--- src/rtl/bytespi_pkg.sv ---
package bytespi_pkg;
  localparam int BUS_W     = 32;
  localparam int START_POS = 1;   // start on write, busy on read
  localparam int LOOP_POS  = 3;
  localparam logic [7:0] CTRL_OFS = 8'h00;
  localparam logic [7:0] DATA_OFS = 8'h04;

  function automatic int sel_pos(input int n);
    return 2 * n;
  endfunction
endpackage

--- src/rtl/bytespi_clkdiv.sv ---
module bytespi_clkdiv #(
  parameter int DIV_W = 5
) (
  input  logic             clk,
  input  logic             rst,
  input  logic             run_i,
  input  logic [DIV_W-1:0] div_i,
  output logic             tick_o
);
  logic [DIV_W-1:0] cnt_q;

  assign tick_o = run_i && (cnt_q == div_i);

  always_ff @(posedge clk) begin
    if (rst || !run_i) cnt_q <= '0;
    else if (cnt_q == div_i) cnt_q <= '0;
    else cnt_q <= cnt_q + 1'b1;
  end

  // the half-period counter never passes the divider value
  a_r6_cnt_bound: assert property (@(posedge clk) disable iff (rst)
    run_i |-> cnt_q <= div_i);
endmodule

--- src/rtl/bytespi_shift.sv ---
module bytespi_shift #(
  parameter int BYTE_W = 8
) (
  input  logic              clk,
  input  logic              rst,
  input  logic              start_i,
  input  logic [BYTE_W-1:0] tx_i,
  input  logic              loop_i,
  input  logic              tick_i,
  input  logic              miso_i,
  output logic              busy_o,
  output logic              sclk_o,
  output logic              mosi_o,
  output logic [BYTE_W-1:0] rx_o
);
  localparam int EDGES = 2 * BYTE_W;
  localparam int EC_W  = $clog2(EDGES);
  localparam logic [EC_W-1:0] LAST_EDGE = EC_W'(EDGES - 1);

  logic              busy_q, sclk_q, mosi_q;
  logic [BYTE_W-1:0] tx_sh, rx_sh, rx_q;
  logic [EC_W-1:0]   edge_q;

  always_ff @(posedge clk) begin
    if (rst) begin
      busy_q <= 1'b0;
      sclk_q <= 1'b0;
      mosi_q <= 1'b0;
      tx_sh  <= '0;
      rx_sh  <= '0;
      rx_q   <= '0;
      edge_q <= '0;
    end else if (!busy_q) begin
      if (start_i) begin
        busy_q <= 1'b1;
        sclk_q <= 1'b0;
        mosi_q <= tx_i[BYTE_W-1];
        tx_sh  <= {tx_i[BYTE_W-2:0], 1'b0};
        edge_q <= '0;
      end
    end else if (tick_i) begin
      edge_q <= edge_q + 1'b1;
      if (!sclk_q) begin
        sclk_q <= 1'b1;
        rx_sh  <= {rx_sh[BYTE_W-2:0], loop_i ? mosi_q : miso_i};
      end else begin
        sclk_q <= 1'b0;
        if (edge_q == LAST_EDGE) begin
          busy_q <= 1'b0;
          rx_q   <= rx_sh;
        end else begin
          mosi_q <= tx_sh[BYTE_W-1];
          tx_sh  <= {tx_sh[BYTE_W-2:0], 1'b0};
        end
      end
    end
  end

  assign busy_o = busy_q;
  assign sclk_o = sclk_q;
  assign mosi_o = mosi_q;
  assign rx_o   = rx_q;

  // clock idles low
  a_r7_idle_low: assert property (@(posedge clk) disable iff (rst)
    !busy_q |-> !sclk_q);
  // within a byte MOSI moves only together with a falling SCLK
  a_r7_mosi_on_fall: assert property (@(posedge clk) disable iff (rst)
    (busy_q && $past(busy_q) && !$stable(mosi_q)) |-> $fell(sclk_q));
  // the visible received byte holds during a transfer
  a_r10_rx_hold: assert property (@(posedge clk) disable iff (rst)
    busy_q |-> $stable(rx_q));
  // busy rises only from a start request
  a_r4_no_spurious_busy: assert property (@(posedge clk) disable iff (rst)
    (!busy_q && !start_i) |=> !busy_q);
endmodule

--- src/rtl/bytespi_regs.sv ---
module bytespi_regs
  import bytespi_pkg::*;
#(
  parameter int ADDR_W = 4,
  parameter int DIV_W  = 5,
  parameter int BYTE_W = 8,
  parameter int NUM_CS = 3
) (
  input  logic              clk,
  input  logic              rst,
  input  logic              wr_i,
  input  logic              rd_i,
  input  logic [ADDR_W-1:0] addr_i,
  input  logic [BUS_W-1:0]  wdata_i,
  output logic [BUS_W-1:0]  rdata_o,
  input  logic              busy_i,
  input  logic [BYTE_W-1:0] rx_i,
  output logic              start_o,
  output logic [NUM_CS-1:0] cs_o,
  output logic              loop_o,
  output logic [DIV_W-1:0]  div_o,
  output logic [BYTE_W-1:0] tx_o
);
  localparam int DIV_LSB = BUS_W - DIV_W;
  localparam logic [ADDR_W-1:0] CTRL_A = ADDR_W'(CTRL_OFS);
  localparam logic [ADDR_W-1:0] DATA_A = ADDR_W'(DATA_OFS);

  logic              hit_ctrl, hit_data, wr_ok;
  logic [NUM_CS-1:0] cs_q;
  logic              loop_q;
  logic [DIV_W-1:0]  div_q;
  logic [BYTE_W-1:0] tx_q;
  logic [BUS_W-1:0]  rdata_q, ctrl_word;
  logic              unused_wdata;

  assign hit_ctrl = (addr_i == CTRL_A);
  assign hit_data = (addr_i == DATA_A);
  assign wr_ok    = wr_i && !busy_i;
  assign start_o  = wr_ok && hit_ctrl && wdata_i[START_POS];
  assign unused_wdata = ^wdata_i;

  always_comb begin
    ctrl_word = '0;
    for (int n = 0; n < NUM_CS; n++) ctrl_word[sel_pos(n)] = cs_q[n];
    ctrl_word[START_POS] = busy_i;
    ctrl_word[LOOP_POS]  = loop_q;
    ctrl_word[BUS_W-1:DIV_LSB] = div_q;
  end

  always_ff @(posedge clk) begin
    if (rst) begin
      cs_q    <= '1;
      loop_q  <= 1'b0;
      div_q   <= '0;
      tx_q    <= '0;
      rdata_q <= '0;
    end else begin
      if (wr_ok && hit_ctrl) begin
        for (int n = 0; n < NUM_CS; n++) cs_q[n] <= wdata_i[sel_pos(n)];
        loop_q <= wdata_i[LOOP_POS];
        div_q  <= wdata_i[BUS_W-1:DIV_LSB];
      end
      if (wr_ok && hit_data) tx_q <= wdata_i[BYTE_W-1:0];
      if (rd_i) begin
        if (hit_ctrl)      rdata_q <= ctrl_word;
        else if (hit_data) rdata_q <= BUS_W'(rx_i);
        else               rdata_q <= '0;
      end
    end
  end

  assign rdata_o = rdata_q;
  assign cs_o    = cs_q;
  assign loop_o  = loop_q;
  assign div_o   = div_q;
  assign tx_o    = tx_q;

  // settings are frozen while a byte is on the wire
  a_r9_cfg_frozen: assert property (@(posedge clk) disable iff (rst)
    (busy_i && $past(busy_i)) |-> ($stable(cs_q) && $stable(div_q) && $stable(loop_q) && $stable(tx_q)));
endmodule

--- src/rtl/bytespi_master.sv ---
module bytespi_master
  import bytespi_pkg::*;
#(
  parameter int ADDR_W = 4,
  parameter int DIV_W  = 5,
  parameter int BYTE_W = 8,
  parameter int NUM_CS = 3
) (
  input  logic              clk,
  input  logic              rst,
  input  logic              bus_wr,
  input  logic              bus_rd,
  input  logic [ADDR_W-1:0] bus_addr,
  input  logic [31:0]       bus_wdata,
  output logic [31:0]       bus_rdata,
  output logic              spi_sclk,
  output logic              spi_mosi,
  input  logic              spi_miso,
  output logic [NUM_CS-1:0] spi_cs
);
  logic              start, busy, loop_en, tick;
  logic [DIV_W-1:0]  div;
  logic [BYTE_W-1:0] tx_byte, rx_byte;

  bytespi_regs #(.ADDR_W(ADDR_W), .DIV_W(DIV_W), .BYTE_W(BYTE_W), .NUM_CS(NUM_CS)) u_regs (
    .clk(clk), .rst(rst), .wr_i(bus_wr), .rd_i(bus_rd), .addr_i(bus_addr),
    .wdata_i(bus_wdata), .rdata_o(bus_rdata), .busy_i(busy), .rx_i(rx_byte),
    .start_o(start), .cs_o(spi_cs), .loop_o(loop_en), .div_o(div), .tx_o(tx_byte)
  );

  bytespi_clkdiv #(.DIV_W(DIV_W)) u_div (
    .clk(clk), .rst(rst), .run_i(busy), .div_i(div), .tick_o(tick)
  );

  bytespi_shift #(.BYTE_W(BYTE_W)) u_shift (
    .clk(clk), .rst(rst), .start_i(start), .tx_i(tx_byte), .loop_i(loop_en),
    .tick_i(tick), .miso_i(spi_miso), .busy_o(busy), .sclk_o(spi_sclk),
    .mosi_o(spi_mosi), .rx_o(rx_byte)
  );

  // an accepted start makes busy visible on the next cycle
  a_r3_start_sets_busy: assert property (@(posedge clk) disable iff (rst)
    start |=> busy);
endmodule

--- config.mk ---
export PLATFORM = sky130hd
export DESIGN_NAME = bytespi_master
export DESIGN_NICKNAME = d
export VERILOG_FILES = /design/src/rtl/bytespi_pkg.sv /design/src/rtl/bytespi_clkdiv.sv /design/src/rtl/bytespi_shift.sv /design/src/rtl/bytespi_regs.sv /design/src/rtl/bytespi_master.sv
export SDC_FILE = /design/constraint.sdc
export NUM_CORES = 1
export LEC_CHECK = 0
export ABC_AREA = 1
export BUFFER_PORTS_ARGS = -buffer_cell sky130_fd_sc_hd__buf_2
export CORE_MARGIN = 2
export CORE_UTILIZATION = 35
export CTS_CLUSTER_SIZE = 25
export DETAILED_ROUTE_END_ITERATION = 7
export PLACE_DENSITY = 0.63
export RECOVER_POWER = 100
export SETUP_SLACK_MARGIN = 0.02
export SLEW_MARGIN = 20
export SYNTH_ARGS = -nofsm -noshare
export SYNTH_HDL_FRONTEND = slang
export SYNTH_SLANG_ARGS = --single-unit
--- constraint.sdc ---
create_clock -name clk -period 1.9 [get_ports clk]
set_clock_uncertainty 0.2 [all_clocks]
set_input_delay 0.475 -clock clk [delete_from_list [all_inputs] [get_ports clk]]
set_output_delay 0.475 -clock clk [all_outputs]
set_load 0.05 [all_outputs]
==> summary.md <==
| Metric | Value |
|---|---|
| Achievable clock frequency | `577 MHz` |
| Die W | `94.5 um` |
| Final design utilization | `0.410` |
| Slew Viols, Final | `0` |
| Die area | `8930 um^2` |
| Pre-antenna DRT Iters | `4` |
| Worst Hold Class | `input port to register` |
| R2R cell count | `6` |
| Grt total ovfl | `0` |
| Worst Hold Slack | `between 150 and 200 ps` |
| Top cell family by delay on the critical path | `flip-flops` |
| CP required | `1220 ps` |
| CTS H-tree depth | `3` |
| Worst path bufs/invs | `1` |
| Mean Syn Cell Area | `between 7 and 8 um^2` |
| DRT Wirelength | `about 6 mm` |
| Area leader, netlist | `dfxtp_1` |
| Reg-to-reg critical path endpoint | `u_regs.loop_o` |
| Synth Warn # | `0` |
| FF+latch area | `around 1300 um^2` |
| Row cnt | `33` |
| Arr. time, crit path | `1060 ps` |
| Post-CTS setup repair buffer count | `0` |
| Clk pwr share | `0.368` |
| Startpoint types | `register` |
| Post-synthesis cell type count | `33` |
| FILL cells | `859` |
| Crit-path cells | `clkbuf_2` |
| Tcrit/Tclk final | `0.912` |
| Outcome | `finished, final reports clean` |
| Placer Congestion | `0.803` |
| Max_slew headroom | `0.650` |
| Internal Power | `1.96 mW` |
| Vias in the first global route | `2,297` |
| Async set-reset flop share out of synthesis | `0` |
| Switching portion of total power | `0.277` |
| Die Y | `roughly 95 um` |
| Port buffer count | `39` |
| Reg-to-reg slack, setup | `about 190 ps` |
| Synth top area cells | `dfxtp_1, nor2_1, o21ai_0` |
| CP Class | `register to output pin` |
| Hold Path Sink | `u_regs.cs_o[1]` |
| TritonCTS Buffers | `9` |
| First-pass GRT wire length | `10.1 mm` |
| Share of layout cells above drive strength 1 | `0.197` |
| Hpwl dp | `4.43 mm` |
| Nets | `480` |
| Area growth from synthesis to layout | `15.8%` |
| Routed vias | `2,475` |
| Comb pwr share | `0.112` |
| DRT antenna net count | `0` |
| Cell leakage power | `1.47 nW` |
| Worst VDD drop | `0.360 mV` |
| Hold_sp | `bus_wdata[2]` |
| IO Pins | `78` |
| CTS Buffer Depth | `2` |
| Residual DRC | `0` |
| CP max stage cell | `dfxtp_1` |
| Final Hold Fails | `0` |
| Initial Utilization | `0.354` |
| Setup crit end kind | `output pin` |
| R2R Path Start | `u_shift.busy_o` |
| CP max stage delay | `410 ps` |
| Cells resized by post-CTS repair | `0` |
| Switching Power | `0.749 mW` |
| Maxcap violations | `0` |
| Ys flop type | `dfxtp_1` |
| Drt first-iter violations | `92` |
| Post-synth EDFFs | `0` |
| Vias per std cell | `4.53` |
| DR WL/cell | `11.1 um` |
| Hold bufs inserted after CTS | `0` |
| #FFs+latches synth | `65` |
| Clk sinks | `65` |
| Hold depth | `3` |
| Clock transition at path regs | `70 ps` |
| Sequential share of power | `0.520` |
| Area taken by multi-input logic gates | `about 1300 um^2` |
| Fin crit period | `1730 ps` |
| Worst-margin pin slew | `525 ps` |
| Setup_tns | `0 ps` |
| PwrDens | `815 nW/um^2` |
| Number of diodes | `0` |
| Largest net degree at the start of global routing | `33` |
| Post-synthesis sequential area ratio | `0.454` |
| Root buffer selected by CTS | `clkbuf_8` |
| Cell count after synthesis | `389` |
| Area fraction of the dominant cell type after synthesis | `0.454` |
| GRT Total Usage | `0.146` |
| Crit path max fanout | `5` |
| RSZ-0062 raised after global routing | `false` |
| Synth Cell Area | `2870 um^2` |
| Core area | `8090 um^2` |
| Tot Pwr | `2.71 mW` |
| CTS tree | `yes` |
| Latest clock arrival within the worst-skew pair | `340 ps` |
| Initial antenna violation count | `0` |
| Final setup vio count | `0` |
==> area by class of cell <==
cell class	instances	share of cell area
inverter	40	0.0475
timing repair inverter	1	0.00226
multi-input combinational	270	0.390
tap	105	0.0395
clock inverter	3	0.00527
sequential	65	0.392
timing repair buffer	50	0.0802
clock buffer	12	0.0437
==> layer usage <==
layer / part of all wire / wire length [um] / GRT usage / vias to the layer above
li1: - / - / - / 1296
met1: 0.45 / 2730 / 0.173 / 1119
met2: 0.47 / 2850 / 0.238 / 50
met3: 0.057 / 347 / 0.0455 / 10
met4: 0.022 / 134 / 0.0785 / 0
met5: 0 / 0 / 0 / -
==> layout by cell type (no fill, tap or decap), types with 2 or more instances in the layout <==
master,netlist,layout
clkbuf_1,9,5
conb_1,1,19
clkinv_2,1,3
buf_2,1,20
o221ai_1,2,2
nand2_2,6,4
xor2_1,2,2
clkbuf_2,0,19
nor2_1,69,69
nor2_2,3,3
o21ai_0,50,50
inv_2,3,3
clkinv_1,3,2
a31o_2,3,3
clkinvlp_4,0,3
xnor2_1,2,2
dfxtp_1,65,65
nor3_1,2,2
ha_1,2,2
a21oi_1,24,24
nand2_1,64,65
inv_1,32,32
buf_4,21,8
nand3_1,11,10
nand2_4,3,4
clkbuf_8,0,10
==> cell families (layout without fill, tap and decap cells) <==
family                   after synthesis  count (layout)  synth area share
AND/OR/NAND/NOR                      165             165             0.251
AO/OA/AOI/OAI                         80              80             0.147
buffers and inverters                 72             106             0.126
flip-flops                            65              65             0.454
XOR/XNOR                               4               4            0.0122
adder cells (fa/ha/maj)                2               2           0.00872
other                                  1              19           0.00131
==> synth_stat cells, types with 2 or more instances <==
cell type  count
xnor2_1        2
nand2_2        6
o221ai_1       2
clkinv_1       3
o21ai_0       50
a31o_2         3
dfxtp_1       65
clkbuf_1       9
buf_4         21
ha_1           2
nand2_4        3
nor2_1        69
inv_2          3
a21oi_1       24
inv_1         32
nand2_1       64
nor3_1         2
nand3_1       11
xor2_1         2
nor2_2         3
==> worst max-delay path by stage <==
stage	startpoint	endpoint	slack [ps]	depth (start not counted)
global placement	bus_addr[1]	u_regs.tx_o[1]	110	7
floorplan	u_shift.sclk_o	u_shift.mosi_o	20	6
finish	u_shift.sclk_o	spi_sclk	170	1
detailed placement	bus_addr[1]	u_regs.tx_o[5]	60	7
CTS	u_div.cnt_q[0]	u_shift.rx_o[6]	50	8
global route	u_div.cnt_q[1]	u_shift.rx_o[6]	20	9
==> stage by stage <==
step | setup slack, ps | instance area [um^2] | instances
finish | 168 | 3320 | 546
global route | 19.7 | 3320 | 546
CTS | 51.6 | 3300 | 545
detailed placement | 63.0 | 3140 | 530
global placement | 110 | 3140 | 530
floorplan | 20.0 | 2940 | 407
==> power by group through the flow <==
stage	sequential [mW]	combinational (mW)	clock, mW
floorplan	1.49	0.211	0
global placement	1.44	0.301	0
detailed placement	1.44	0.304	0
CTS	1.41	0.305	1.03
global route	1.41	0.329	1.09
finish	1.41	0.303	0.995
==> flip-flops by register name, indices dropped and copies added (netlist names), 3 cells and up <==
name,flops
u_regs.cs_o,3
u_regs.rdata_o,13
u_shift.edge_q,4
u_regs.tx_o,8
u_shift.rx_sh,8
u_shift.tx_sh,7
u_shift.rx_o,8
u_div.cnt_q,5
u_regs.div_o,5
No activity file was read; power rests on OpenSTA's default activity.
